$ cat config.mk
export PLATFORM = sky130hd
export DESIGN_NAME = dma4_regs
export DESIGN_NICKNAME = d
export VERILOG_FILES = /design/src/rtl/dma4_pkg.sv /design/src/rtl/dma4_byteptr.sv /design/src/rtl/dma4_channel.sv /design/src/rtl/dma4_regs.sv
export SDC_FILE = /design/constraint.sdc
export NUM_CORES = 1
export LEC_CHECK = 0
export ABC_CLOCK_PERIOD_IN_PS = 5900
export BUFFER_PORTS_ARGS = -buffer_cell sky130_fd_sc_hd__buf_2
export CELL_PAD_IN_SITES_DETAIL_PLACEMENT = 1
export CELL_PAD_IN_SITES_GLOBAL_PLACEMENT = 1
export CORE_ASPECT_RATIO = 0.8
export CORE_MARGIN = 2
export CORE_UTILIZATION = 45
export CTS_BUF_LIST = sky130_fd_sc_hd__clkbuf_16
export DETAILED_ROUTE_END_ITERATION = 10
export PLACE_DENSITY_LB_ADDON = 0.12
export REMOVE_ABC_BUFFERS = 1
export SLEW_MARGIN = 25
export SYNTH_ARGS = -nofsm -noshare
export SYNTH_HDL_FRONTEND = slang
export SYNTH_SLANG_ARGS = --single-unit
$ cat constraint.sdc
create_clock -name clk -period 5.9 [get_ports clk]
set_input_delay 0.885 -clock clk [delete_from_list [all_inputs] [get_ports clk]]
set_output_delay 0.885 -clock clk [all_outputs]
set_load 0.01 [all_outputs]
$ cat src/rtl/dma4_pkg.sv
package dma4_pkg;
  localparam int NUM_CH = 4;
  localparam int CH_W   = 2;
  localparam int DW     = 8;
  localparam int RW     = 16;

  localparam logic [3:0] OFS_CMDSTAT = 4'h8;
  localparam logic [3:0] OFS_MASK1   = 4'hA;
  localparam logic [3:0] OFS_MODE    = 4'hB;
  localparam logic [3:0] OFS_PTRCLR  = 4'hC;
  localparam logic [3:0] OFS_MRESET  = 4'hD;
  localparam logic [3:0] OFS_MASKCLR = 4'hE;
  localparam logic [3:0] OFS_MASKALL = 4'hF;

  localparam int MB_AUTO = 4;
  localparam int MB_DOWN = 5;
  localparam int MB_SET  = 2;
  localparam int CB_OFF  = 2;

  typedef struct packed {
    logic autold;
    logic down;
  } ch_mode_t;
endpackage

$ cat src/rtl/dma4_byteptr.sv
module dma4_byteptr (
  input  logic clk,
  input  logic rst_n,
  input  logic clr,
  input  logic acc,
  output logic hi
);
  always_ff @(posedge clk or negedge rst_n) begin
    if (!rst_n)   hi <= 1'b0;
    else if (clr) hi <= 1'b0;
    else if (acc) hi <= ~hi;
  end


  ptr_cleared_chk: assert property (@(posedge clk) disable iff (!rst_n)
    clr |=> !hi);

  ptr_toggle_chk: assert property (@(posedge clk) disable iff (!rst_n)
    (acc && !clr) |=> (hi != $past(hi)));
endmodule

$ cat src/rtl/dma4_channel.sv
module dma4_channel #(
  parameter int RW = 16,
  parameter int DW = 8
) (
  input  logic          clk,
  input  logic          rst_n,
  input  logic          wr_addr,
  input  logic          wr_cnt,
  input  logic          hi,
  input  logic [DW-1:0] wdata,
  input  logic          go,
  input  logic          autold,
  input  logic          down,
  output logic [RW-1:0] cur_addr,
  output logic [RW-1:0] cur_cnt,
  output logic          tc_hit
);
  localparam logic [RW-1:0] ONE = RW'(1);

  logic [RW-1:0] base_addr, base_cnt;
  logic          wr_any;

  assign wr_any = wr_addr | wr_cnt;
  assign tc_hit = go && !wr_any && (cur_cnt == '0);

  always_ff @(posedge clk or negedge rst_n) begin
    if (!rst_n) begin
      base_addr <= '0;
      base_cnt  <= '0;
      cur_addr  <= '0;
      cur_cnt   <= '0;
    end else if (wr_addr) begin
      if (hi) begin
        base_addr[RW-1:DW] <= wdata;
        cur_addr[RW-1:DW]  <= wdata;
      end else begin
        base_addr[DW-1:0] <= wdata;
        cur_addr[DW-1:0]  <= wdata;
      end
    end else if (wr_cnt) begin
      if (hi) begin
        base_cnt[RW-1:DW] <= wdata;
        cur_cnt[RW-1:DW]  <= wdata;
      end else begin
        base_cnt[DW-1:0] <= wdata;
        cur_cnt[DW-1:0]  <= wdata;
      end
    end else if (go) begin
      if (tc_hit && autold) begin
        cur_addr <= base_addr;
        cur_cnt  <= base_cnt;
      end else begin
        cur_addr <= down ? cur_addr - ONE : cur_addr + ONE;
        cur_cnt  <= cur_cnt - ONE;
      end
    end
  end


  idle_hold_chk: assert property (@(posedge clk) disable iff (!rst_n)
    (!wr_any && !go) |=> ($stable(cur_cnt) && $stable(cur_addr)));

  cnt_dec_chk: assert property (@(posedge clk) disable iff (!rst_n)
    (go && !wr_any && cur_cnt != '0) |=> (cur_cnt == $past(cur_cnt) - ONE));

  wrap_chk: assert property (@(posedge clk) disable iff (!rst_n)
    (tc_hit && !autold) |=> (cur_cnt == '1));
endmodule

$ cat src/rtl/dma4_regs.sv
module dma4_regs
  import dma4_pkg::*;
(
  input  logic              clk,
  input  logic              rst_n,
  input  logic              io_wr,
  input  logic              io_rd,
  input  logic [3:0]        io_addr,
  input  logic [DW-1:0]     io_wdata,
  output logic [DW-1:0]     io_rdata,
  input  logic [NUM_CH-1:0] step_i,
  output logic [NUM_CH-1:0] mask_o
);
  logic [NUM_CH-1:0] mask_q, tc_q, tc_hit, go;
  logic              ctl_off;
  logic              hi;
  ch_mode_t          mode_q [NUM_CH];
  logic [RW-1:0]     cur_addr [NUM_CH];
  logic [RW-1:0]     cur_cnt  [NUM_CH];
  logic [DW-1:0]     ch_byte  [NUM_CH*2];

  logic is_chport, ptr_clr, mreset, stat_rd;
  logic [CH_W-1:0] sel_ch;

  assign is_chport = (io_addr[3] == 1'b0);
  assign mreset    = io_wr && (io_addr == OFS_MRESET);
  assign ptr_clr   = io_wr && ((io_addr == OFS_PTRCLR) || (io_addr == OFS_MRESET));
  assign stat_rd   = io_rd && !io_wr && (io_addr == OFS_CMDSTAT);
  assign sel_ch    = io_wdata[CH_W-1:0];
  assign mask_o    = mask_q;

  dma4_byteptr u_ptr (
    .clk  (clk),
    .rst_n(rst_n),
    .clr  (ptr_clr),
    .acc  ((io_wr || io_rd) && is_chport),
    .hi   (hi)
  );

  for (genvar g = 0; g < NUM_CH; g++) begin : g_ch
    logic wa, wc;
    assign wa    = io_wr && is_chport && (io_addr[2:0] == 3'(2*g));
    assign wc    = io_wr && is_chport && (io_addr[2:0] == 3'(2*g+1));
    assign go[g] = step_i[g] && !mask_q[g] && !ctl_off;

    dma4_channel #(.RW(RW), .DW(DW)) u_ch (
      .clk     (clk),
      .rst_n   (rst_n),
      .wr_addr (wa),
      .wr_cnt  (wc),
      .hi      (hi),
      .wdata   (io_wdata),
      .go      (go[g]),
      .autold  (mode_q[g].autold),
      .down    (mode_q[g].down),
      .cur_addr(cur_addr[g]),
      .cur_cnt (cur_cnt[g]),
      .tc_hit  (tc_hit[g])
    );

    assign ch_byte[2*g]   = hi ? cur_addr[g][RW-1:DW] : cur_addr[g][DW-1:0];
    assign ch_byte[2*g+1] = hi ? cur_cnt[g][RW-1:DW]  : cur_cnt[g][DW-1:0];

    always_ff @(posedge clk or negedge rst_n) begin
      if (!rst_n) begin
        mode_q[g] <= '0;
      end else if (io_wr && io_addr == OFS_MODE && sel_ch == CH_W'(g)) begin
        mode_q[g].autold <= io_wdata[MB_AUTO];
        mode_q[g].down   <= io_wdata[MB_DOWN];
      end
    end


    tc_mask_chk: assert property (@(posedge clk) disable iff (!rst_n)
      (tc_hit[g] && !mode_q[g].autold) |=> mask_q[g]);
  end

  // mask register
  logic [NUM_CH-1:0] mask_d;
  always_comb begin
    mask_d = mask_q;
    if (io_wr) begin
      case (io_addr)
        OFS_MASK1:   mask_d[sel_ch] = io_wdata[MB_SET];
        OFS_MASKCLR: mask_d = '0;
        OFS_MASKALL: mask_d = io_wdata[NUM_CH-1:0];
        OFS_MRESET:  mask_d = '1;
        default:     ;
      endcase
    end
    for (int i = 0; i < NUM_CH; i++)
      if (tc_hit[i] && !mode_q[i].autold) mask_d[i] = 1'b1;
  end

  always_ff @(posedge clk or negedge rst_n) begin
    if (!rst_n) begin
      mask_q  <= '1;
      tc_q    <= '0;
      ctl_off <= 1'b0;
    end else begin
      mask_q <= mask_d;
      if (mreset)       tc_q <= '0;
      else if (stat_rd) tc_q <= tc_hit;
      else              tc_q <= tc_q | tc_hit;
      if (mreset)
        ctl_off <= 1'b0;
      else if (io_wr && io_addr == OFS_CMDSTAT)
        ctl_off <= io_wdata[CB_OFF];
    end
  end

  always_comb begin
    io_rdata = '0;
    if (io_rd && !io_wr) begin
      if (is_chport)
        io_rdata = ch_byte[io_addr[2:0]];
      else if (io_addr == OFS_CMDSTAT)
        io_rdata = {{(DW-NUM_CH){1'b0}}, tc_q};
    end
  end


  stat_clear_chk: assert property (@(posedge clk) disable iff (!rst_n)
    (stat_rd && tc_hit == '0) |=> (tc_q == '0));

  ctl_off_chk: assert property (@(posedge clk) disable iff (!rst_n)
    ctl_off |-> (go == '0));

  mreset_chk: assert property (@(posedge clk) disable iff (!rst_n)
    mreset |=> (mask_q == '1 && tc_q == '0 && !hi));

  rdata_idle_chk: assert property (@(posedge clk) disable iff (!rst_n)
    !io_rd |-> (io_rdata == '0));
endmodule

**Word level (Yosys, flattened, before mapping)**

Cells that the tools add are included.

- $add $sub $neg: 12
- Multipliers: 0
- Divide/modulo/power cells: 0
- Order comparisons: 3
- Equal/unequal tests: 37
- Shifts and indexed selects: 0
- Multiplexer cells: 63
- Bitwise operators: 12
- Reduce and logical (&&, ||, !) cells: 121

Operators by type and width:

| operator | count |
|---|---|
| 16-bit 2-to-1 mux | 32 |
| 16-bit by 1-bit subtractor with 16-bit output (second input constant) | 8 |
| 8-bit 2-to-1 mux | 14 |
| 3-bit AND reduction | 24 |
| 16-bit by 1-bit adder with 16-bit output (second input constant) | 4 |
| 16-bit logical NOT | 4 |
| 1-bit logical AND | 45 |
| 2-bit != test (second input constant) | 16 |
| 4-bit equality test (second input constant) | 7 |
| 2-bit nonzero test | 14 |
| 8-bit binary-select mux with 3-bit select | 1 |
| 2-bit AND reduction | 12 |
| 5-bit nonzero test | 4 |
| 4-bit 2-to-1 mux | 4 |
| 4-bit case mux with 4 select lines | 1 |
| 1-bit logical NOT | 14 |
| 3-bit equality test (second input constant) | 4 |
| 1-bit 2-to-1 mux | 9 |
| 2-bit by 1-bit != test with 1-bit output (second input constant) | 4 |
| 3-bit by 2-bit equality test with 1-bit output (second input constant) | 2 |
| 1-bit NOT | 6 |
| 4-bit bitwise mux | 1 |
| 2-bit equality test (second input constant) | 2 |
| 4-bit >= comparator (second input constant) | 1 |
| other kinds (11) | 15 |

- Flip-flop bits (word level): 274
- Bits in latches: 0
- Memory bits (writable): 0
- Bits in read-only memories: 0
- Input port bits: 20
- Output and inout port bits: 12
- Word-level logic and storage cells: 295
- Memories: 0

**Logic depth before layout (Yosys ltp)**

Gate-level depths: netlist of run 1.

- Word-level depth: 12
- Gate-level depth with buffers: 12
- Mapped depth without buffers: 9

**Hierarchy**

A second synthesis of run 1 with hierarchy kept.

- Cells, all modules: 1900
- Area total of the unflattened synthesis: 17890.9 um2

Modules (own cells, without submodules):

| module | times used | cells each | area each (um2) | seq. area each (um2) |
|---|---|---|---|---|
| dma4_channel at g_ch[2].u_ch ... | 2 | 420 | 3945.0 | 1601.5 |
| dma4_channel at g_ch[0].u_ch ... | 2 | 426 | 3930.0 | 1601.5 |
| dma4_regs | 1 | 205 | 2103.3 | 430.4 |
| dma4_byteptr | 1 | 3 | 37.5 | 25.0 |

**Worst setup path after synthesis of run 1**

No wires, ideal clock.

- Kind: input-to-output
- From: input port io_addr[1]
- To: output port io_rdata[2]
- Arrival time: 2.769 ns
- Path slack: 2.246 ns
- Cell stages on the path: 6
- Path buffers: 2
- Cells stage by stage: buf_2 > buf_1 > mux4_2 > mux4_2 > inv_1 > o21ai_0

- Word-level cells in the longest chain between the ends: 6

Ends and longest elaborated chain:

| element | RTL line | text |
|---|---|---|
| from (decl) | dma4_regs.sv:8 | `input logic [3:0] io_addr,` |
| 3-bit NOT with 4-bit output (implied by the code) | dma4_regs.sv:116 | `io_rdata = ch_byte[io_addr[2:0]];` |
| 8-bit binary-select mux with 3-bit select | dma4_regs.sv:116 |  |
| 8-bit 2-to-1 mux (implied by the code) (2 in series) | dma4_regs.sv:116 |  |
| 8-bit 2-to-1 mux * | dma4_regs.sv:115 | `if (is_chport)` |
| 8-bit 2-to-1 mux * | dma4_regs.sv:114 | `if (io_rd && !io_wr) begin` |
| to (decl) | dma4_regs.sv:10 | `output logic [DW-1:0] io_rdata,` |

Mark *: on every way between the ends. The rest lies on a longest branch, timed or not. The select of a mux whose other input is x is not followed.

**Worst setup path in the final report of run 1**

- From: input port io_addr[1]
- To: output port io_rdata[0]

Same word-level chain as after synthesis.

==> results.md, run 1 <==
- FF-to-FF setup slack: 2250 ps
- Adder-cell share of the synthesized area: 5.07%
- EDFF count, synth: 0
- Largest net degree at the start of global routing: 125
- PortBufs: 31
- Status: complete, no violations
- R2R cell count: 9
- Crit path max fanout: 30
- CP Launch Point: io_addr[1]
- Antenna violations before repair: 10
- Seq/Total Area, Yosys: 39.5%
- DIE AREA: 0.0402 sq mm
- Fin util: 49.8%
- Part of the power in registers: 40.0%
- Post-synthesis mux area share: 13.9%
- Nets@finish: 1924
- Sw Share: 40.1%
- Final std cells w/o fill: 2359
- GRT overflow: 0
- Post-CTS Setup Bufs: 0
- Fin. Hold Viols: 0
- RR Startpoint: mode_q[4]$_DFFE_PN0P_
- Post-Route WL: 61000 um
- Crit Path Category: in2out
- FFs w/ async S/R, synth: 100%
- Worst slew pin tran: 1110 ps
- WL per Instance: 25.8 um
- Clock Tree Buf Depth: 3
- CTS clock-pin slew for the worst setup and hold paths: 60 ps
- I/O pin count: 32
- Unrepaired setup endpoints after global routing: false
- Slew Limit Headroom: 25.5%
- Vias per inst: 6.38
- Avg Cell Area, Syn: 9.40 sq um
- First-pass GRT wire length: 94900 um
- Cell count after synthesis: 1849
- Flops & latches, synth: 274
- Max_cap viols: 0
- Area delta synth->final: 9.29%
- FF-to-FF End: g_ch[1].u_ch.cur_addr[15]$_DFFE_PN0P_
- Die X: 224 um
- Area of the core: 0.0382 sq mm
- Post-DP HPWL: 42800 um
- Synth Flop Type: dfrtp_1
- Placed cell count: 2298
- Layout cells sized above 1: 16.3%
- Yosys cell types: 69
- Power per standard cell area: 465 mW/mm^2
- Final GP Congestion: 0.911
- CTS tree: built
- Initial Utilization: 45.5%
- Post-route ant nets: 0
- Initial drt markers: 1309
- VDD IR max: 224 uV
- Clock latency on the worst-skew pair: 590 ps
- NetSw: 3540 uW
- CTS sink cnt: 274
- Post-CTS Hold Buffers: 0
- Logic pwr share: 37.4%
- YS warnings: 0
- Final Cycle Share: 72.0%
- Internal: 5300 uW
- Minimum clock period: 4250 ps
- Synth Area in Compound Gates: 18.8%
- Vias: 15100
- Post-Syn Area: 0.0174 sq mm
- Final Skew: 16.7 ps
- Num rows: 64
- Crit path required time: 5020 ps
- Inserted Clock Buffers: 31
- Final Max Slew Viols: 0
- Clock Power Share: 22.6%
- Critical path launch point type: input port
- Fin worst setup slack: 1650 ps
- Vias in the first global route: 15300
- Max Clock Freq: 235 MHz
- Hold Path Class: in2async
- GRT Total Usage: 30.7%
- DRT Pass-1 Iters: 5
- Overall Power: 8840 uW
- Drc violations: 0
- Setup WS pre-CTS: 1660 ps
- Cts repair resizes: 0
- CP Capture Type: output port
- Height of the die: 180 um
- Lkg Pwr: 0.00814 uW
- Arrival @ worst endpoint: 3360 ps
- Clock Tree Root: clkbuf_16
- Synth Area in Simple Gates: 14.8%
- Setup violations, final: 0
- Xor/xnor share of the synthesized area: 4.73%
- Worst Setup EP: io_rdata[0]
- Largest family of logic cells by synthesized area: compound AO/OA/AOI/OAI gates
- H-tree Lvls: 1
- Filler cell count: 4315
- Setup_tns: 0 ps
## per-stage QoR
stage	hold WS, ps	instance area (sq um)
CTS	429	19000
detailed placement	412	18000
global placement	415	18000
global route	443	19000
floorplan	394	17000
finish	383	19000
## final cells by class
class | count | area (sq um) | share of cell area (%)
Antenna cell | 4 | 10.0 | 0.0527
Clock buffer | 31 | 776 | 4.08
Clock inverter | 26 | 239 | 1.26
Inverter | 35 | 131 | 0.691
Multi-Input combinational cell | 1437 | 9990 | 52.6
Sequential cell | 274 | 6860 | 36.1
Tap cell | 495 | 619 | 3.26
Timing Repair Buffer | 57 | 373 | 1.96
## per-layer routing
layer | part of all wire, % | wire length (um) | global-route usage, % | up-vias
li1 | - | - | - | 6752
met1 | 46 | 27800 | 44.8 | 7668
met2 | 43 | 26000 | 44.9 | 520
met3 | 8.8 | 5390 | 7.67 | 111
met4 | 2.8 | 1730 | 9.01 | 8
met5 | 0.084 | 51 | 0 | -
## layout by cell type, fill, tap and decap left out, types with 30 or more instances in the layout
cell type / instances
xnor2_1: 56
xor2_1: 38
mux4_2: 40
a21oi_1: 162
nand2_1: 191
mux2_2: 133
buf_2: 30
o21ai_0: 107
ha_1: 64
dfrtp_1: 270
a211oi_1: 49
clkbuf_16: 31
o211ai_1: 41
nand3_1: 34
nor3_1: 36
nor2_1: 203
inv_1: 42
## registers in the layout, indices dropped and copies added (netlist names)
name / count
g_ch.u_ch.base_cnt: 64
g_ch.u_ch.base_addr: 64
ctl_off: 1
mode_q: 8
u_ptr.hi: 1
tc_q: 4
g_ch.u_ch.cur_cnt: 64
g_ch.u_ch.cur_addr: 64
mask_o: 4
## critical path, stage by stage
cell and delay, ps:
buf_2 600, buf_4 370, mux4_2 570, mux4_2 480
inv_1 70, o21ai_0 150, buf_2 210
## synthesized netlist by cell type (38+ instances only)
| cell | instances | area [sq um] |
|---|---|---|
| dfrtp_1 | 270 | 6760 |
| nor2_1 | 206 | 773 |
| nand2_1 | 191 | 717 |
| a21oi_1 | 162 | 811 |
| mux2_2 | 133 | 1500 |
| o21ai_0 | 107 | 536 |
| clkbuf_1 | 80 | 300 |
| ha_1 | 64 | 801 |
| xnor2_1 | 56 | 490 |
| a211oi_1 | 49 | 368 |
| o211ai_1 | 41 | 308 |
| mux4_2 | 40 | 901 |
| xor2_1 | 38 | 333 |
## how the worst min path moves through the flow
stage	endpoint	cells past startpoint
2_1_floorplan	mask_o[2]$_DFFE_PN1P_	1
3_3_place_gp	mask_o[2]$_DFFE_PN1P_	1
3_5_place_dp	mask_o[2]$_DFFE_PN1P_	1
4_1_cts	g_ch[2].u_ch.cur_addr[10]$_DFFE_PN0P_	1
5_1_grt	mask_o[2]$_DFFE_PN1P_	1
6_report	g_ch[2].u_ch.cur_addr[10]$_DFFE_PN0P_	1
## cells by family after synthesis
kind of cell | after synthesis
buffers and inverters | 138
DFF | 274
and+or+nand+nor | 576
AOI/OAI and AO/OA | 524
muxes | 175
xor gates and xnor gates | 94
adders and majority gates | 68
## power groups by stage
stage / Sequential [uW] / Combinational [uW] / Clock [uW]
after detailed placement: 3510 / 3260 / 0
final: 3540 / 3300 / 2000
after floorplan: 3000 / 2530 / 0
after global routing: 3600 / 3710 / 2110
after CTS: 3490 / 3290 / 2030
after global placement: 3480 / 3110 / 0
No activity file was read; power rests on OpenSTA's default activity.
==> run 2, diff against run 1 <==
- ABC_AREA: unset -> 1
- ABC_CLOCK_PERIOD_IN_PS: 5900 -> 4200
- clock period: 5.9 -> 4.2 ns (I/O delays scaled with it)
==> run 2 against run 1 <==
Against the previous run: cell count up 57%; count of clock-buffer cells in the layout is 4 higher; cell area up 14%; combinational power rose by 110%; register-to-register slack worse by 740 ps; synthesized area is 15% higher; synthesized cell count rose by 67%; first-iteration DRC count up 62%; clock skew rose by 8.6 ps; critical path depth is the same; critical path type is now reg2out; sequential power is 41% higher; die area increased by 15%.
==> results.md, run 2 <==
- Power per standard cell area: 677 mW/mm^2 (was 465 mW/mm^2)
- EDFF count, synth: 0 (unchanged)
- Placed cell areas: 0.0206 sq mm (was 0.0180 sq mm)
- Hold WS: 84.0 ps (was 383 ps)
- Fin. Hold Viols: 0 (unchanged)
- Num rows: 69 (was 64)
- Commonest non-fill, non-tap cell in the layout: nand2_1 (was dfrtp_1)
- Filler cell count: 5957 (was 4315)
- Nets@finish: 3155 (was 1924)
- Height of the die: 192 um (was 180 um)
- Post-Syn Area: 0.0200 sq mm (was 0.0174 sq mm)
- Post-CTS Setup Bufs: 0 (unchanged)
- Critical path launch point type: register (was input port)
- Crit path required time: 3570 ps (was 5020 ps)
- Synth area leader: dfrtp_1 (unchanged)
- Arrival @ worst endpoint: 2950 ps (was 3360 ps)
- CTS clock-pin slew for the worst setup and hold paths: 60 ps (about the same)
- I/O pin count: 32 (unchanged)
- DIE AREA: 0.0461 sq mm (was 0.0402 sq mm)
- Final std cell area, no fill: 0.0217 sq mm (was 0.0190 sq mm)
- CTS sink cnt: 274 (unchanged)
- Hold Path Class: in2async (unchanged)
- Yosys cell types: 48 (was 69)
- First-pass GRT wire length: 121000 um (was 94900 um)
- YS warnings: 0 (unchanged)
- Final GP Congestion: 0.959 (was 0.911)
- Vias per inst: 5.65 (was 6.38)
- CTS tree: built (unchanged)
- Status: complete, no violations (unchanged)
- Largest net degree at the start of global routing: 91 (was 125)
- Clock Tree Root: clkbuf_16 (unchanged)
- Slew Limit Headroom: 40.4% (was 25.5%)
- Vias in the first global route: 20900 (was 15300)
- Post-synth top cells: 847 x nand2_1, 456 x nor2_1, 405 x inv_1, 274 x nand3_1, 270 x dfrtp_1 (was 270 x dfrtp_1, 206 x nor2_1, 191 x nand2_1, 162 x a21oi_1, 133 x mux2_2)
- GRT Total Usage: 34.0% (was 30.7%)
- Layout cells sized above 1: 5.63% (was 16.3%)
- Final Skew: 25.4 ps (was 16.7 ps)
- Crit Path Category: reg2out (was in2out)
- Most common cell in the netlist: nand2_1 (was dfrtp_1)
- Post-CTS Hold Buffers: 0 (unchanged)
- Clock latency on the worst-skew pair: 550 ps (was 590 ps)
- PortBufs: 31 (unchanged)
- Crit path max fanout: 44 (was 30)
- Share of the synthesized area in the top cell type: 33.8% (was 38.9%)
- Inserted Clock Buffers: 34 (was 31)
- Die X: 240 um (was 224 um)
- Seq/Total Area, Yosys: 34.3% (was 39.5%)
- FFs w/ async S/R, synth: 100% (unchanged)
- Unrepaired setup endpoints after global routing: false (unchanged)
- Cts repair resizes: 0 (unchanged)
- CP Capture Type: output port (unchanged)
- Initial drt markers: 2119 (was 1309)
- Avg Cell Area, Syn: 6.48 sq um (was 9.40 sq um)
- WL per Instance: 20.9 um (was 25.8 um)
- DRT Pass-1 Iters: 6 (was 5)
- Area delta synth->final: 8.47% (was 9.29%)
- Area of the core: 0.0441 sq mm (was 0.0382 sq mm)
- Vias: 20900 (was 15100)
- Clock Tree Buf Depth: 3 (unchanged)
- Synth top area cells: dfrtp_1 34%, nand2_1 16%, nor2_1 8.6%, inv_1 7.6%, nand3_1 6.9% (was dfrtp_1 39%, mux2_2 8.6%, mux4_2 5.2%, a21oi_1 4.7%, ha_1 4.6%)
- Max Clock Freq: 279 MHz
- GRT overflow: 0 (unchanged)
- Flops & latches, synth: 274 (unchanged)
- Initial Utilization: 45.3% (was 45.5%)
- Placed cell count: 3634 (was 2298)
- Minimum clock period: 3580 ps
- Post-Route WL: 77200 um (was 61000 um)
- Cell count after synthesis: 3086 (was 1849)
- Setup violations, final: 0 (unchanged)
- H-tree Lvls: 2 (was 1)
- Lkg Pwr: 0.0116 uW (was 0.00814 uW)
- Setup_tns: 0 ps (unchanged)
- Worst slew pin tran: 890 ps (was 1110 ps)
- Drc violations: 0 (unchanged)
- Final std cells w/o fill: 3699 (was 2359)
- Post-route ant nets: 0 (unchanged)
- Max_cap viols: 0 (unchanged)
- Synth Flop Type: dfrtp_1 (unchanged)
- Antenna violations before repair: 6 (was 10)
- Post-DP HPWL: 57400 um (was 42800 um)
- Final Cycle Share: 85.3%
- Most frequent cells in the layout: 847 x nand2_1, 454 x nor2_1, 411 x inv_1 (was 270 x dfrtp_1, 203 x nor2_1, 191 x nand2_1)
- VDD IR max: 432 uV (was 224 uV)
- Final Max Slew Viols: 0 (unchanged)
-- run 2: changes by cell type in the layout (fill, tap and decap cells not counted), sizes merged, moves of 26 or more --
| cell | previous run | this run |
|---|---|---|
| nor2 | 207 | 475 |
| nand2 | 191 | 865 |
| a211oi | 50 | 0 |
| xnor2 | 56 | 23 |
| o21ai | 118 | 218 |
| mux2 | 133 | 1 |
| nand3 | 34 | 280 |
| inv | 43 | 424 |
| a22oi | 0 | 26 |
| mux4 | 40 | 0 |
-- run 2: critical path, stage by stage, from the launching register on --
cell       delay (ps)
dfrtp_1           390
inv_2             310
buf_4             460
o211ai_1          250
o2111ai_1         180
o21ai_0           110
a21oi_1           460
buf_2             230
-- run 2: layer usage --
| metal | wire length, um | GRT usage [%] | part of all wire (%) |
|---|---|---|---|
| met1 | 36500 | 49.8 | 47 |
| met2 | 34000 | 53.1 | 44 |
| met3 | 4980 | 4.83 | 6.5 |
| met4 | 1700 | 7.81 | 2.2 |
| met5 | 0 | 0 | 0 |
-- run 2: kinds of logic (layout without fill, tap and decap cells) --
| logic type | count (synthesis) | in the layout | synth area share (%) |
|---|---|---|---|
| flops | 274 | 274 | 34.3 |
| buf+inv | 527 | 533 | 10.4 |
| other cells | 0 | 4 | 0 |
| compound gates | 465 | 465 | 12.9 |
| fa+ha+maj | 68 | 68 | 4.41 |
| mux | 1 | 1 | 0.0563 |
| xor+xnor | 63 | 63 | 2.76 |
| simple gates | 1688 | 1688 | 35.2 |
-- run 2: path summary, 6_finish.rpt --
| check | depth (start not counted) | slack [ps] | start | to |
|---|---|---|---|---|
| max | 7 | 620 | u_ptr.hi$_DFFE_PN0P_ | io_rdata[4] |
| max in group asynchronous | 2 | 3150 | rst_n | g_ch[0].u_ch.base_cnt[4]$_DFFE_PN0P_ |
| max reg2reg | 10 | 1510 | ctl_off$_DFFE_PN0P_ | g_ch[1].u_ch.cur_cnt[10]$_DFFE_PN0P_ |
| min | 1 | 80 | rst_n | g_ch[1].u_ch.base_cnt[13]$_DFFE_PN0P_ |
| min in group clk | 2 | 480 | g_ch[0].u_ch.base_addr[10]$_DFFE_PN0P_ | g_ch[0].u_ch.base_addr[10]$_DFFE_PN0P_ |
| min reg2reg | 2 | 480 | g_ch[0].u_ch.base_addr[10]$_DFFE_PN0P_ | g_ch[0].u_ch.base_addr[10]$_DFFE_PN0P_ |
-- run 2: layout make-up --
type | count | area (sq um) | area share [%]
Clock inverter | 26 | 173 | 0.796
Antenna cell | 4 | 10.0 | 0.0462
Sequential cell | 274 | 6860 | 31.7
Inverter | 417 | 1570 | 7.22
Tap cell | 603 | 754 | 3.48
Clock buffer | 35 | 876 | 4.04
Timing Repair Buffer | 55 | 383 | 1.77
Multi-Input combinational cell | 2285 | 11100 | 51.0
-- run 2: where the power goes --
part           switching [uW]  total, uW  internal (uW)
Combinational            4460       6800           2330
Clock                    1240       2870           1640
Sequential               1220       5000           3790
Total                    6920      14700           7760
-- run 2: per-stage QoR --
step	total power, uW	worst slack, ps	util, %
final	14700	618	49.1
after global routing	15800	496	49.1
after CTS	14600	701	49.1
after detailed placement	11700	1030	46.7
after global placement	11300	1040	46.7
after floorplan	9260	167	-
==> run 3, diff against run 2 <==
- CELL_PAD_IN_SITES_DETAIL_PLACEMENT: 1 -> unset
- CELL_PAD_IN_SITES_GLOBAL_PLACEMENT: 1 -> unset
==> run 3 against run 2 <==
Against the previous run: fmax decreased by 3.3%; largest power group unchanged; highest routed layer unchanged; first-iteration DRC count decreased by 0.76%; critical path type unchanged; die area unchanged; register-to-register slack improved by 70 ps; critical path depth increased by 2; clock skew decreased by 13 ps; clock power about the same; global-route usage decreased by 2.6 points; combinational power decreased by 3%; cell area increased by 0.23%; core utilization increased by 0.11 points.
==> results.md, run 3 (synthesis gave the netlist of run 2 again) <==
- Vias per inst: 5.50 (was 5.65)
- Slowest Stage Delay on Critical Path: 550 ps (was 460 ps)
- Worst path top cell family by delay: buffers and inverters (unchanged)
- DIE AREA: 0.0461 sq mm (unchanged)
- Final Cycle Share: 88.2% (was 85.3%)
- Internal: 7770 uW (was 7760 uW)
- Final Skew: 12.3 ps (was 25.4 ps)
- Height of the die: 192 um (unchanged)
- CP Launch Point: u_ptr.hi$_DFFE_PN0P_ (unchanged)
- Largest net degree at the start of global routing: 83 (was 91)
- H-tree Lvls: 1 (was 2)
- Antenna violations before repair: 1 (was 6)
- Worst slew pin tran: 1090 ps (was 890 ps)
- PortBufs: 31 (unchanged)
- WL per Instance: 19.4 um (was 20.9 um)
- Max_cap viols: 0 (unchanged)
- Filler cell count: 4619 (was 5957)
- CP Capture Type: output port (unchanged)
- Crit path max fanout: 42 (was 44)
- R2R cell count: 7 (was 10)
- Setup_tns: 0 ps (unchanged)
- Fin. Hold Viols: 0 (unchanged)
- FF-to-FF End: g_ch[1].u_ch.cur_cnt[13]$_DFFE_PN0P_ (was g_ch[1].u_ch.cur_cnt[10]$_DFFE_PN0P_)
- Post-DP HPWL: 53000 um (was 57400 um)
- Crit-path slowest cell: inv_2 (was buf_4)
- Crit Path Category: reg2out (unchanged)
- Sw Share: 46.2% (was 47.1%)
- GRT Total Usage: 31.4% (was 34.0%)
- CTS sink cnt: 274 (unchanged)
- Drc violations: 0 (unchanged)
- Overall Power: 14400 uW (was 14700 uW)
- Final GP Congestion: 0.955 (was 0.959)
- Most frequent cells in the layout: 847 x nand2_1, 454 x nor2_1, 408 x inv_1 (was 847 x nand2_1, 454 x nor2_1, 411 x inv_1)
- Hold WS: 11.6 ps (was 84.0 ps)
- Max Clock Freq: 270 MHz (was 279 MHz)
- I/O pin count: 32 (unchanged)
- Crit path required time: 3570 ps (about the same)
- Placed cell areas: 0.0207 sq mm (was 0.0206 sq mm)
- Post-route ant nets: 0 (unchanged)
- Buf/Inv on CP: 3 (unchanged)
- Commonest non-fill, non-tap cell in the layout: nand2_1 (unchanged)
- Final Max Slew Viols: 0 (unchanged)
- DRT Pass-1 Iters: 6 (unchanged)
- Vias in the first global route: 18800 (was 20900)
- Status: complete, no violations (unchanged)
- Clock Power Share: 19.9% (was 19.6%)
- Final std cell area, no fill: 0.0217 sq mm (about the same)
- VDD IR max: 383 uV (was 432 uV)
- Hold Path Class: in2async (unchanged)
- Post-CTS Hold Buffers: 0 (unchanged)
- Num rows: 69 (unchanged)
- RR Startpoint: u_ptr.hi$_DFFE_PN0P_ (was ctl_off$_DFFE_PN0P_)
- Setup violations, final: 0 (unchanged)
- Lkg Pwr: 0.0116 uW (about the same)
- NetSw: 6670 uW (was 6920 uW)
- Part of the power in registers: 34.3% (was 34.1%)
- Power per standard cell area: 664 mW/mm^2 (was 677 mW/mm^2)
- Arrival @ worst endpoint: 3070 ps (was 2950 ps)
- Clock Tree Root: clkbuf_16 (unchanged)
- Critical Path, Cell by Cell: inv_2, buf_12, o21ai_0, a21oi_1, nor3_1, o21ai_0, nand2_1, nand2_1, buf_2 (was inv_2, buf_4, o211ai_1, o2111ai_1, o21ai_0, a21oi_1, buf_2)
- Post-CTS Setup Bufs: 0 (unchanged)
- Clock latency on the worst-skew pair: 600 ps (was 550 ps)
- Unrepaired setup endpoints after global routing: false (unchanged)
- Cts repair resizes: 0 (unchanged)
- Area of the core: 0.0441 sq mm (unchanged)
- Nets@finish: 3160 (was 3155)
- CTS tree: built (unchanged)
- Post-Route WL: 71700 um (was 77200 um)
- Minimum clock period: 3700 ps (was 3580 ps)
- GRT overflow: 0 (unchanged)
- Initial Utilization: 45.3% (unchanged)
- FF-to-FF setup slack: 1580 ps (was 1510 ps)
- Clock Tree Buf Depth: 3 (unchanged)
- Layout cells sized above 1: 5.91% (was 5.63%)
- Vias: 20300 (was 20900)
- CTS clock-pin slew for the worst setup and hold paths: 60 ps (about the same)
- First-pass GRT wire length: 112000 um (was 121000 um)
- Slew Limit Headroom: 27.0% (was 40.4%)
- Inserted Clock Buffers: 31 (was 34)
- Die X: 240 um (unchanged)
- Critical path launch point type: register (unchanged)
- Initial drt markers: 2103 (was 2119)
- Logic pwr share: 45.8% (was 46.3%)
- Area delta synth->final: 8.71% (was 8.47%)
==> run 3: changes by cell type in the layout (fill, tap and decap cells not counted), sizes merged <==
cell      delta
bufinv       +3
clkinv       -4
diode        -3
clkbuf       -4
inv          -4
clkinvlp     +4
buf          +8
==> run 3: routing by layer <==
layer,wire (um),GRT usage (%),up-vias,share of wire (%)
met1,34400,48.4,9641,48
met2,29700,46.2,801,41
met3,6120,4.89,94,8.5
li1,-,-,9793,-
met4,1400,6.20,0,2.0
met5,0,0,-,0
==> run 3: cell type report <==
type	count	area, sq um	share of cell area [%]
Timing Repair Buffer	63	443	2.04
Clock inverter	25	269	1.24
Clock buffer	31	776	3.57
Antenna cell	1	2.50	0.0115
Multi-Input combinational cell	2285	11100	50.9
Tap cell	603	754	3.47
Sequential cell	274	6860	31.6
Inverter	417	1570	7.20
==> run 3: power by group through the flow <==
| stage | registers [uW] | logic, uW | clock network [uW] |
|---|---|---|---|
| 6_report | 4950 | 6610 | 2870 |
| 5_1_grt | 5070 | 7530 | 3010 |
| 4_1_cts | 4900 | 6530 | 2910 |
| 3_5_place_dp | 4930 | 6500 | 0 |
| 3_3_place_gp | 4920 | 6390 | 0 |
| 2_1_floorplan | 4480 | 4780 | 0 |
==> run 3: how the worst max path moves through the flow <==
stage          depth (start not counted)          end
2_1_floorplan                          7  io_rdata[1]
5_1_grt                                9  io_rdata[1]
4_1_cts                                9  io_rdata[7]
3_3_place_gp                           8  io_rdata[4]
6_report                               9  io_rdata[3]
3_5_place_dp                           8  io_rdata[4]
==> run 3: metrics by stage <==
step | worst slack [ps] | utilization (%) | cells
after global routing | 315 | 49.2 | 3699
after floorplan | 167 | - | 2976
after CTS | 563 | 49.2 | 3698
after global placement | 980 | 46.9 | 3642
final | 497 | 49.2 | 3699
after detailed placement | 966 | 46.9 | 3642
==> run 3: worst register-to-register path, cell delays in order (launching register included) <==
cell	delay (ps)
dfrtp_1	380
inv_2	550
buf_4	390
nand2_1	420
nand3_2	440
inv_1	170
nand2_1	110
nand2_1	50
